<file path="src/rtl/onoff_src_pkg.sv">
package onoff_src_pkg;
   typedef enum logic {PH_SILENT = 1'b0, PH_ACTIVE = 1'b1} phase_t;

   localparam int N_LANE    = 3;
   localparam int LANE_RATE = 0;
   localparam int LANE_LEN  = 1;
   localparam int LANE_GAP  = 2;

   // Per-lane seed scrambler so the three draws are decorrelated.
   function automatic logic [63:0] lane_salt(input int idx);
      case (idx)
         LANE_LEN: return 64'h5A5A;
         LANE_GAP: return 64'hC3C3;
         default:  return 64'h0000;
      endcase
   endfunction
endpackage

</file>
<file path="src/rtl/onoff_lfsr.sv">
module onoff_lfsr #(
   parameter int          W        = 16,
   parameter int          DRAW_W   = 8,
   parameter logic [W-1:0] TAPS    = 16'hB400,
   parameter logic [W-1:0] DEF_SEED = 16'hACE1,
   parameter logic [63:0] SALT     = 64'h0
) (
   input  logic              clk,
   input  logic              rst_n,
   input  logic              load_i,
   input  logic [W-1:0]      seed_i,
   input  logic              step_i,
   output logic [DRAW_W-1:0] draw_o
);
   localparam logic [W-1:0] SALT_W = SALT[W-1:0];

   if (W > 64) begin : g_bad_w
      $error("onoff_lfsr: W must not exceed 64");
   end
   if (DRAW_W > W) begin : g_bad_draw
      $error("onoff_lfsr: DRAW_W must not exceed W");
   end

   function automatic logic [W-1:0] non_zero(input logic [W-1:0] v);
      return (v == '0) ? {{(W-1){1'b0}}, 1'b1} : v;
   endfunction

   logic [W-1:0] st_q;

   always_ff @(posedge clk) begin
      if (!rst_n)       st_q <= non_zero(DEF_SEED ^ SALT_W);
      else if (load_i)  st_q <= non_zero(seed_i ^ SALT_W);
      else if (step_i)  st_q <= (st_q >> 1) ^ (st_q[0] ? TAPS : '0);
   end

   assign draw_o = st_q[DRAW_W-1:0];
endmodule

</file>
<file path="src/rtl/onoff_slot_ctrl.sv">
module onoff_slot_ctrl
   import onoff_src_pkg::*;
#(
   parameter int PROB_W = 8
) (
   input  phase_t            phase_i,
   input  logic [PROB_W-1:0] draw_rate_i,
   input  logic [PROB_W-1:0] draw_len_i,
   input  logic [PROB_W-1:0] draw_gap_i,
   input  logic [PROB_W-1:0] rate_i,
   input  logic [PROB_W-1:0] len_prob_i,
   input  logic [PROB_W-1:0] gap_prob_i,
   output logic              cell_o,
   output logic              eop_o,
   output phase_t            phase_nxt_o
);
   logic gap_done;

   always_comb begin
      gap_done    = (draw_gap_i <= gap_prob_i);
      cell_o      = (phase_i == PH_ACTIVE) && (draw_rate_i <= rate_i);
      eop_o       = cell_o && (draw_len_i <= len_prob_i);
      phase_nxt_o = phase_i;
      if (phase_i == PH_ACTIVE) begin
         if (eop_o) phase_nxt_o = gap_done ? PH_ACTIVE : PH_SILENT;
      end else if (gap_done) begin
         phase_nxt_o = PH_ACTIVE;
      end
   end
endmodule

</file>
<file path="src/rtl/onoff_tagger.sv">
module onoff_tagger #(
   parameter int SEQ_W = 16,
   parameter int PKT_W = 16,
   parameter int VC_W  = 12
) (
   input  logic             clk,
   input  logic             rst_n,
   input  logic             clr_i,
   input  logic             cell_i,
   input  logic             eop_i,
   input  logic [VC_W-1:0]  vc_i,
   output logic             vld_o,
   output logic             eop_o,
   output logic [SEQ_W-1:0] seq_o,
   output logic [PKT_W-1:0] pkt_o,
   output logic [VC_W-1:0]  vc_o
);
   logic [SEQ_W-1:0] seq_q;
   logic [PKT_W-1:0] pkt_q;

   always_ff @(posedge clk) begin
      if (!rst_n || clr_i) begin
         seq_q <= '0;
         pkt_q <= '0;
         vld_o <= 1'b0;
         eop_o <= 1'b0;
         seq_o <= '0;
         pkt_o <= '0;
         vc_o  <= '0;
      end else begin
         vld_o <= cell_i;
         eop_o <= eop_i;
         if (cell_i) begin
            seq_o <= seq_q;
            pkt_o <= pkt_q;
            vc_o  <= vc_i;
            seq_q <= seq_q + 1'b1;
            if (eop_i) pkt_q <= pkt_q + 1'b1;
         end
      end
   end
endmodule

</file>
<file path="src/rtl/onoff_cell_src.sv">
module onoff_cell_src
   import onoff_src_pkg::*;
#(
   parameter int                 LFSR_W   = 16,
   parameter int                 PROB_W   = 8,
   parameter int                 SEQ_W    = 16,
   parameter int                 PKT_W    = 16,
   parameter int                 VC_W     = 12,
   parameter logic [LFSR_W-1:0]  TAPS     = 16'hB400,
   parameter logic [LFSR_W-1:0]  DEF_SEED = 16'hACE1
) (
   input  logic              clk,
   input  logic              rst_n,
   input  logic              seed_load,
   input  logic [LFSR_W-1:0] seed_val,
   input  logic [PROB_W-1:0] len_prob,
   input  logic [PROB_W-1:0] gap_prob,
   input  logic [PROB_W-1:0] rate,
   input  logic [VC_W-1:0]   vc_label,
   output logic              cell_vld,
   output logic              cell_eop,
   output logic [SEQ_W-1:0]  cell_seq,
   output logic [PKT_W-1:0]  cell_pkt,
   output logic [VC_W-1:0]   cell_vc
);
   if (PROB_W < 1 || PROB_W > LFSR_W) begin : g_bad_prob
      $error("onoff_cell_src: PROB_W must be in 1..LFSR_W");
   end
   if (SEQ_W < 1 || PKT_W < 1 || VC_W < 1) begin : g_bad_tag
      $error("onoff_cell_src: tag widths must be positive");
   end

   logic [PROB_W-1:0] lane_draw [N_LANE];
   logic [N_LANE-1:0] lane_step;
   logic              slot_cell, slot_eop;
   phase_t            phase_q, phase_nxt;

   assign lane_step[LANE_RATE] = 1'b1;
   assign lane_step[LANE_LEN]  = slot_cell;
   assign lane_step[LANE_GAP]  = 1'b1;

   for (genvar g = 0; g < N_LANE; g++) begin : g_lane
      onoff_lfsr #(
         .W       (LFSR_W),
         .DRAW_W  (PROB_W),
         .TAPS    (TAPS),
         .DEF_SEED(DEF_SEED),
         .SALT    (lane_salt(g))
      ) u_lfsr (
         .clk    (clk),
         .rst_n  (rst_n),
         .load_i (seed_load),
         .seed_i (seed_val),
         .step_i (lane_step[g]),
         .draw_o (lane_draw[g])
      );
   end

   onoff_slot_ctrl #(.PROB_W(PROB_W)) u_ctrl (
      .phase_i     (phase_q),
      .draw_rate_i (lane_draw[LANE_RATE]),
      .draw_len_i  (lane_draw[LANE_LEN]),
      .draw_gap_i  (lane_draw[LANE_GAP]),
      .rate_i      (rate),
      .len_prob_i  (len_prob),
      .gap_prob_i  (gap_prob),
      .cell_o      (slot_cell),
      .eop_o       (slot_eop),
      .phase_nxt_o (phase_nxt)
   );

   always_ff @(posedge clk) begin
      if (!rst_n || seed_load) phase_q <= PH_ACTIVE;
      else                     phase_q <= phase_nxt;
   end

   onoff_tagger #(.SEQ_W(SEQ_W), .PKT_W(PKT_W), .VC_W(VC_W)) u_tag (
      .clk    (clk),
      .rst_n  (rst_n),
      .clr_i  (seed_load),
      .cell_i (slot_cell),
      .eop_i  (slot_eop),
      .vc_i   (vc_label),
      .vld_o  (cell_vld),
      .eop_o  (cell_eop),
      .seq_o  (cell_seq),
      .pkt_o  (cell_pkt),
      .vc_o   (cell_vc)
   );
endmodule

</file>
<file path="config.mk">
export PLATFORM = sky130hd
export DESIGN_NAME = onoff_cell_src
export DESIGN_NICKNAME = d
export VERILOG_FILES = /design/src/rtl/onoff_src_pkg.sv /design/src/rtl/onoff_lfsr.sv /design/src/rtl/onoff_slot_ctrl.sv /design/src/rtl/onoff_tagger.sv /design/src/rtl/onoff_cell_src.sv
export SDC_FILE = /design/constraint.sdc
export NUM_CORES = 1
export LEC_CHECK = 0
export BUFFER_PORTS_ARGS = -buffer_cell sky130_fd_sc_hd__buf_2
export CORE_MARGIN = 2
export CORE_UTILIZATION = 45
export CTS_CLUSTER_SIZE = 10
export DETAILED_ROUTE_END_ITERATION = 8
export GPL_TIMING_DRIVEN = 0
export PLACE_DENSITY_LB_ADDON = 0.12
export SYNTH_ARGS = -nofsm -noshare
export SYNTH_HDL_FRONTEND = slang
export SYNTH_HIERARCHICAL = 1
export SYNTH_SLANG_ARGS = --single-unit
</file>
<file path="constraint.sdc">
create_clock -name clk -period 4.1 [get_ports clk]
set_clock_uncertainty 0.2 [all_clocks]
set_input_delay 0.615 -clock clk [delete_from_list [all_inputs] [get_ports clk]]
set_output_delay 0.615 -clock clk [all_outputs]
set_load 0.005 [all_outputs]
</file>
## Yosys cells after proc, flatten, opt, wreduce, memory -nomap -nowiden

Cells that the tools add are included.

- Mux-type cells: 13
- Bitwise operators: 5
- Order comparisons: 3
- Reductions and logical operators: 9
- $add $sub $neg: 2

Operators with widths:

| kind | count |
|---|---|
| two-way mux 16 bit | 10 |
| logical NOT 16 bit | 3 |
| bitwise XOR 15 x 16 -> 16 bit | 3 |
| adder 16 x 1 -> 16 bit (second input constant) | 2 |
| less-or-equal comparator 8 bit | 3 |
| inverter 8 bit | 2 |
| two-way mux 1 bit | 3 |
| logical AND 1 bit | 2 |
| AND reduction 2 bit | 1 |
| nonzero test 2 bit | 1 |
| logical NOT 1 bit | 1 |
| logical OR 1 bit | 1 |

- Logic and storage cells: 43
- Flip-flop bits (word level): 127
- Bits of input ports: 55

## Longest topological paths before layout

Gate-level depths: netlist of the first run.

- Word-level depth: 5
- Gate-level depth with buffers: 13
- Gate-level depth less buffers: 11

## Modules after synthesis

The synthesis of the first run kept the hierarchy.

Modules (own cells, without submodules):

| module | sequential area each (µm²) | area an instance (µm²) | cells each | times used |
|---|---|---|---|---|
| onoff_tagger | 1561.5 | 3012.9 | 316 | 1 |
| onoff_lfsr (g_lane[1].u_lfsr) | 320.3 | 889.6 | 98 | 1 |
| onoff_lfsr (g_lane[2].u_lfsr) | 320.3 | 880.8 | 96 | 1 |
| onoff_lfsr (g_lane[0].u_lfsr) | 320.3 | 865.8 | 92 | 1 |
| onoff_slot_ctrl | 0.0 | 641.9 | 88 | 1 |
| onoff_cell_src | 20.0 | 32.5 | 3 | 1 |

## Worst setup path before layout of the first run

No wires, ideal clock.

- Path type: in2reg
- Start: in len_prob[3]
- End: reg u_tag.pkt_q[15]
- Buffers on the path: 0
- Path slack: 1217 ps
- Library setup time: 121 ps
- Arrival: 2563 ps
- Cell stages on the path: 10
- Required time: 3779 ps
- Cell sequence: inv_1 > ha_1 > and4b_4 > a211oi_2 > o22ai_1 > and3b_2 > nand3_1 > nor2_1 > nor3b_1 > mux2_2

- Cells in the longest elaborated chain, start to end: 3

RTL lines:

| what | line | RTL |
|---|---|---|
| start, declared | onoff_cell_src.sv:16 | `input logic [PROB_W-1:0] len_prob,` |
| less-or-equal comparator 8 bit | onoff_slot_ctrl.sv:22 | `eop_o = cell_o && (draw_len_i <= len_prob_i);` |
| logical AND 1 bit | onoff_slot_ctrl.sv:22 |  |
| via slot_eop | onoff_cell_src.sv:35 | `logic slot_cell, slot_eop;` |
| AND reduction 2 bit (no source line) | n/a |  |
| end signal, assigned | onoff_tagger.sv:38 | `if (eop_i) pkt_q <= pkt_q + 1'b1;` |
| end, declared | onoff_tagger.sv:19 | `logic [PKT_W-1:0] pkt_q;` |

The timed path passes the listed nets, and every way through them passes these cells.
A chain may end at the register's enable or synchronous reset.

## Worst setup path after layout of the first run

- Start: reg g_lane[0].u_lfsr.st_q[0]
- End: reg u_tag.pkt_o[7]

- Cells in the longest elaborated chain, start to end: 2

RTL lines:

| what | line | RTL |
|---|---|---|
| start, declared | onoff_lfsr.sv:28 | `logic [W-1:0] st_q;` |
| start signal, assigned | onoff_lfsr.sv:31 | `if (!rst_n) st_q <= non_zero(DEF_SEED ^ SALT_W);` |
| start signal, assigned | onoff_lfsr.sv:32 | `else if (load_i) st_q <= non_zero(seed_i ^ SALT_W);` |
| start signal, assigned | onoff_lfsr.sv:33 | `else if (step_i) st_q <= (st_q >> 1) ^ (st_q[0] ? TAPS : '0);` |
| less-or-equal comparator 8 bit | onoff_slot_ctrl.sv:21 | `cell_o = (phase_i == PH_ACTIVE) && (draw_rate_i <= rate_i);` |
| logical AND 1 bit | onoff_slot_ctrl.sv:21 |  |
| via slot_cell | onoff_cell_src.sv:35 |  |
| end signal, assigned | onoff_tagger.sv:35 | `pkt_o <= pkt_q;` |
| end, declared | onoff_tagger.sv:15 | `output logic [PKT_W-1:0] pkt_o,` |

The timed path passes the listed nets, and every way through them passes these cells.

==> summary.txt, run 1 <==
Cell Rows: 43
Static leakage: 0.00350 µW
Antenna cells: 0
Count of cell types in the netlist: 53
HPWL Detailed: 10400 µm
Initial antenna violation count: 0
CTS Buf Count: 17
Nets: 894
Max frequency: 301 MHz
Drt first-iter violations: 247
Internal power: 2480 µW
XOR/XNOR share of the synthesized area: 0.0457
Clk pwr share: 0.464
Slew headroom: 0.639
Max Slew Vio Count: 0
Setup TNS: 0 ns
First-pass GRT wire length: 23500 µm
Worst skew pair latency: 0.41 ns
Worst VDD drop: 0.245 mV
Residual DRC: 0
Simple-Gate Fraction of Synth Area: 0.186
Die Wd: 123 µm
Finish-stage setup viols: 0
Comb power frac: 0.137
Die area: 15000 µm²
Routed wire per std cell: 14.5 µm
Post-route cell area: 7660 µm²
Total GRT Usage: 0.199
Outcome: finished clean
Hold Path Class: primary input to flop
CP Cell Sequence: buf_4 > inv_1 > ha_1 > nand4_1 > or2_2 > a21oi_1 > and2_1 > buf_2 > buf_2 > buf_2 > mux2i_1 > nor2_1
Max Cap Viol: 0
Hold Vio Cnt, Final: 0
Core ar.: 13800 µm²
Layout fillers: 1263
Measured slew at the worst slew-check pin: 0.541 ns
Power Density: 431 nW/µm²
Post-layout util: 0.554
Kind of critical path: flop to flop
Total number of vias: 5170
Crit path max fanout: 10
Ys async rst share: 0
RSZ-0062 raised after global routing: no
Worst EP required: 4.19 ns
Mux cell area share after synthesis: 0.154
Sequential area share after synthesis: 0.402
Root buf cell: clkbuf_16
Final min period: 3.32 ns
Post_cts resized: 0
First-pass DRT Iterations: 4
Layout cell share with drive strength beyond 1: 0.241
Top_reg_cell synth: dfxtp_1
Adder-cell share of the synthesized area: 0.0514
Clk sinks: 127
Final wirelength: 14500 µm
CP max-delay cell: dfxtp_1
Largest net degree at the start of global routing: 17
Routability Congestion: 0.811
Io pins: 101
CTS tree: done
Yosys reg bits: 127
I/O Buffers: 100
Post-synthesis cell count: 693
Sequential cell fraction of total power: 0.399
H-tree depth: 4
Most common cell on crit path: buf_2
Area delta synth->final: 21.1%
Post-CTS Hold Buffers: 0
Initial Util: 0.457
Postcts setup bufs: 0
Clock transition at path regs: 0.06 ns
Vias in the first global route: 5035
Synth Area in Compound Gates: 0.0807
GRT overflow: 0
EDFF count, synth: 0
Crit-path max cell delay: 0.49 ns
Main combinational cell family by area after synthesis: simple AND/OR/NAND/NOR gates
Startpoint Class: flop
Syn_area_per_cell: 9.12 µm²
Switch share: 0.249
Pwr Total: 3300 µW
Yosys warns: 6
Worst Path Arrival: 3.41 ns
Fin crit share: 0.809
Post-DP Area: 7050 µm²
Antenna viol nets, final: 0
DIE HEIGHT: 123 µm
Bufs on Longest Clock Path: 2
Mapped Area: 6320 µm²
Kind of end point of the critical path: flop
Psw: 822 µW
DR vias/cell: 5.14
-- worst max-delay path: cells and delay by family (launching register included) --
kind                     cells  cell delay [ns]
AO/OA/AOI/OAI                1             0.15
AND/OR/NAND/NOR              4             0.69
flip-flops                   1             0.49
multiplexers                 1             0.25
buffers and inverters        5             1.14
adder cells (fa/ha/maj)      1             0.27
-- per-stage QoR --
stage	hold slack [ns]	instances	setup slack, ns
after global routing	0.232	1006	0.550
final	0.240	1006	0.781
after floorplan	0.260	694	1.22
after CTS	0.227	1006	0.748
after global placement	0.257	974	0.706
after detailed placement	0.262	974	0.660
-- metal layers --
metal,GRT usage,share of wire,vias up
li1,-,-,2603
met1,0.244,0.44,2442
met2,0.338,0.49,100
met5,0,0,-
met3,0.0451,0.038,25
met4,0.0819,0.023,0
-- Yosys cell counts, types with 4 or more instances --
cell type / instances / area (µm²)
mux2i_1: 70 / 701
or3_1: 6 / 37.5
nand3_1: 13 / 65.1
nor3_1: 6 / 30.0
xor2_1: 8 / 70.1
nor4_1: 11 / 68.8
and3_1: 4 / 25.0
and2_1: 5 / 31.3
o211a_1: 12 / 120
nand4_1: 18 / 113
inv_1: 34 / 128
nor2_1: 87 / 327
xnor2_1: 25 / 219
a211o_1: 10 / 87.6
buf_6: 5 / 56.3
clkbuf_1: 15 / 56.3
mux2_2: 14 / 158
buf_2: 11 / 55.1
a21oi_1: 17 / 85.1
nand2_1: 73 / 274
dfxtp_1: 127 / 2540
mux2_1: 9 / 101
ha_1: 26 / 325
buf_4: 26 / 195
o21ai_0: 12 / 60.1
o21ai_1: 8 / 40.0
-- final timing paths --
kind | start | endpoint | slack [ns] | cells after the start
worst max register to register | g_lane[0].u_lfsr/st_q[0] | u_tag/pkt_o[7] | 0.78 | 12
worst min-delay path | vc_label[2] | u_tag/vc_o[2] | 0.24 | 3
worst min register to register | u_tag/pkt_o[2] | u_tag/pkt_o[2] | 0.26 | 2
worst max-delay path | g_lane[0].u_lfsr/st_q[0] | u_tag/pkt_o[7] | 0.78 | 12
-- cells in the final DEF (no fill, tap or decap), types with 17 or more instances in the layout --
master	n
nor2_1	87
nand4_1	18
ha_1	26
buf_4	26
buf_2	111
dfxtp_1	127
inv_1	34
xnor2_1	25
clkbuf_16	17
nand2_1	73
mux2i_1	70
a21oi_1	17
-- power by group through the flow --
| stage | Clock [µW] | Sequential, µW | Combinational (µW) |
|---|---|---|---|
| 3_3_place_gp | 0 | 1340 | 435 |
| 6_report | 1530 | 1310 | 453 |
| 2_1_floorplan | 0 | 1330 | 333 |
| 3_5_place_dp | 0 | 1340 | 450 |
| 5_1_grt | 1620 | 1320 | 502 |
| 4_1_cts | 1560 | 1310 | 454 |
-- cell families (layout without fill, tap and decap cells) --
group	Yosys count	after routing
other cells	1	2
mux	94	94
compound gates	72	72
flops	127	127
buf+inv	94	226
fa+ha+maj	26	26
simple gates	246	246
xor+xnor	33	33
-- cell type report --
type,instances,area [µm²],area share
clock inverter,13,163,0.0212
tap,180,225,0.0294
inverter,34,128,0.0167
sequential,127,2540,0.332
multi-input combinational,473,3280,0.429
buffer,60,375,0.0490
clock buffer,19,443,0.0578
timing repair buffer,100,500,0.0653
-- flip-flops by register name (all words and copies together) (netlist names) --
register	cells
u_tag/pkt_q	16
u_tag/vc_o	12
u_tag/seq_q	16
u_tag/seq_o	16
g_lane.u_lfsr/st_q	48
u_tag/eop_o	1
phase_q	1
u_tag/vld_o	1
u_tag/pkt_o	16
(Power assumes the default switching activity.)
==> inputs of run 2 (changes only) <==
Clock period 4.1 ns to 3 ns, I/O delays scaled along.
==> summary.txt, run 2 (synthesis gave the netlist of run 1 again) <==
DR vias/cell: 5.16 (+0.38%)
Finish-stage setup viols: 0 (unchanged)
Kind of end point of the critical path: flop
Psw: 1130 µW (+37%)
Total number of vias: 5200 (+0.58%)
Nets: 896 (+0.22%)
Final worst slack: 0.173 ns (-0.608 ns)
Sequential cell fraction of total power: 0.398 (about the same)
Post-layout util: 0.559 (+0.00516)
Outcome: finished clean
Layout cell share with drive strength beyond 1: 0.256 (+0.0151)
Clock transition at path regs: 0.06 ns (about the same)
Final wirelength: 14700 µm (+0.76%)
Worst Path Arrival: 2.91 ns (-0.50 ns)
Largest reg by FF count: g_lane.u_lfsr/st_q
Most frequent cells in the layout: dfxtp_1, buf_2, nor2_1, nand2_1, mux2i_1
Residual DRC: 0 (unchanged)
Initial antenna violation count: 0 (unchanged)
Initial Util: 0.457 (unchanged)
H-tree depth: 4 (unchanged)
Static leakage: 0.00352 µW (+0.51%)
Hold Path Class: primary input to flop
Multi-input gate area: 3330 µm² (+1.4%)
Setup TNS: 0 ns (unchanged)
Slew headroom: 0.634 (-0.00522)
Routability Congestion: 0.811 (unchanged)
Hold Vio Cnt, Final: 0 (unchanged)
CTS tree: done
Dpl ws: -0.322 ns (-0.982 ns)
Worst EP required: 3.08 ns (-1.11 ns)
Post-CTS Hold Buffers: 0 (unchanged)
First-pass GRT wire length: 23700 µm (+0.59%)
Die area: 15000 µm² (unchanged)
GRT overflow: 0 (unchanged)
Antenna cells: 0 (unchanged)
Switch share: 0.249 (about the same)
Internal power: 3390 µW (+37%)
Io pins: 101 (unchanged)
Measured slew at the worst slew-check pin: 0.549 ns (+0.00783 ns)
Reg2reg setup slack: 0.17 ns (-0.61 ns)
DIE HEIGHT: 123 µm (unchanged)
Comb power frac: 0.139 (+0.002)
Final min period: 2.83 ns (-0.492 ns)
Most common cell on crit path: buf_4
RSZ-0062 raised after global routing: no
Worst skew pair latency: 0.41 ns (about the same)
Total GRT Usage: 0.201 (+0.00108)
Startpoint Class: flop
CP max-delay cell: dfxtp_4
DP Cell Count: 974 (unchanged)
CP Cell Sequence: buf_4 > inv_1 > ha_1 > nand4_1 > or2_2 > a21oi_1 > and2_4 > buf_4 > nand3_1 > nor4_2 > xnor2_1 > nor2_1
Area delta synth->final: 22.2%
Largest register FFs: 48 (unchanged)
Bufs on Longest Clock Path: 2 (unchanged)
Vias in the first global route: 5043 (+0.16%)
WHS Path Cells: 3 (unchanged)
R2R cell count: 12 (unchanged)
Clk pwr share: 0.463 (about the same)
Worst VDD drop: 0.336 mV (+37%)
Pwr Total: 4520 µW (+37%)
Cell Rows: 43 (unchanged)
Kind of critical path: flop to flop
Power Density: 584 nW/µm² (+36%)
Clk sinks: 127 (unchanged)
Root buf cell: clkbuf_16
CTS Buf Count: 17 (unchanged)
I/O Buffers: 100 (unchanged)
HPWL Detailed: 10400 µm (unchanged)
First-pass DRT Iterations: 4 (unchanged)
Max Cap Viol: 0 (unchanged)
Die Wd: 123 µm (unchanged)
Crit path max fanout: 10 (unchanged)
Reg area: 2550 µm² (+0.15%)
Fin crit share: 0.942 (+0.133)
Core ar.: 13800 µm² (unchanged)
Max frequency: 354 MHz (+17%)
Max Slew Vio Count: 0 (unchanged)
Largest net degree at the start of global routing: 17 (unchanged)
Drt first-iter violations: 326 (+32%)
Routed wire per std cell: 14.5 µm (+0.56%)
Final non-filler cell total: 1008 (+0.20%)
Crit-path max cell delay: 0.39 ns (-0.10 ns)
Most common cell after layout, fill and taps aside: dfxtp_1
Layout fillers: 1254 (-0.71%)
Antenna viol nets, final: 0 (unchanged)
## run 2: changes by cell type in the layout (fill, tap and decap cells not counted), sizes merged
cell	previous run	this run
buf	144	146
## run 2: layout make-up
cell class | instances | share of cell area
Buffer | 59 | 0.0486
Clock buffer | 19 | 0.0573
Clock inverter | 13 | 0.0210
Inverter | 34 | 0.0165
Multi-Input combinational cell | 473 | 0.430
Sequential cell | 127 | 0.329
Tap cell | 180 | 0.0291
Timing Repair Buffer | 103 | 0.0677
## run 2: layer usage
layer	GRT usage	vias to the layer above	wire length [µm]
met3	0.0451	24	614
met2	0.339	103	7280
li1	-	2610	-
met1	0.246	2463	6400
met5	0	-	0
met4	0.0819	0	359
## run 2: timing repair
item	CTS	global route
setup buffers	3	0
endpoints found under the hold margin	0	0
resized for setup	5	11
pin swaps	0	0
endpoints found under the setup margin	24	26
## run 2: per-stage QoR
| stage | hold slack (ns) | cell area [µm²] |
|---|---|---|
| after global placement | 0.257 | 7050 |
| after CTS | 0.0621 | 7700 |
| after global routing | 0.0675 | 7730 |
| after detailed placement | 0.262 | 7050 |
| after floorplan | 0.260 | 6330 |
| final | 0.0741 | 7730 |
## run 2: final timing paths
kind                     end                startpoint
max          u_tag/seq_q[14]  g_lane[0].u_lfsr/st_q[0]
min reg2reg   u_tag/pkt_o[2]            u_tag/pkt_o[2]
max reg2reg  u_tag/seq_q[14]  g_lane[0].u_lfsr/st_q[0]
min            u_tag/vc_o[2]               vc_label[2]
## run 2: worst max-delay path: cells and delay by family, from the launching register on
family                   cells  cell delay (ns)
flip-flops                   1             0.39
adder cells (fa/ha/maj)      1             0.27
buffers and inverters        3             0.31
AO/OA/AOI/OAI                1             0.16
XOR/XNOR                     1             0.16
AND/OR/NAND/NOR              6             1.19
## run 2: power groups by stage
| stage | logic (µW) | clock network, µW | registers, µW |
|---|---|---|---|
| 3_3_place_gp | 595 | 0 | 1830 |
| 5_1_grt | 697 | 2220 | 1800 |
| 6_report | 628 | 2090 | 1800 |
| 4_1_cts | 628 | 2130 | 1800 |
| 3_5_place_dp | 616 | 0 | 1830 |
| 2_1_floorplan | 455 | 0 | 1820 |
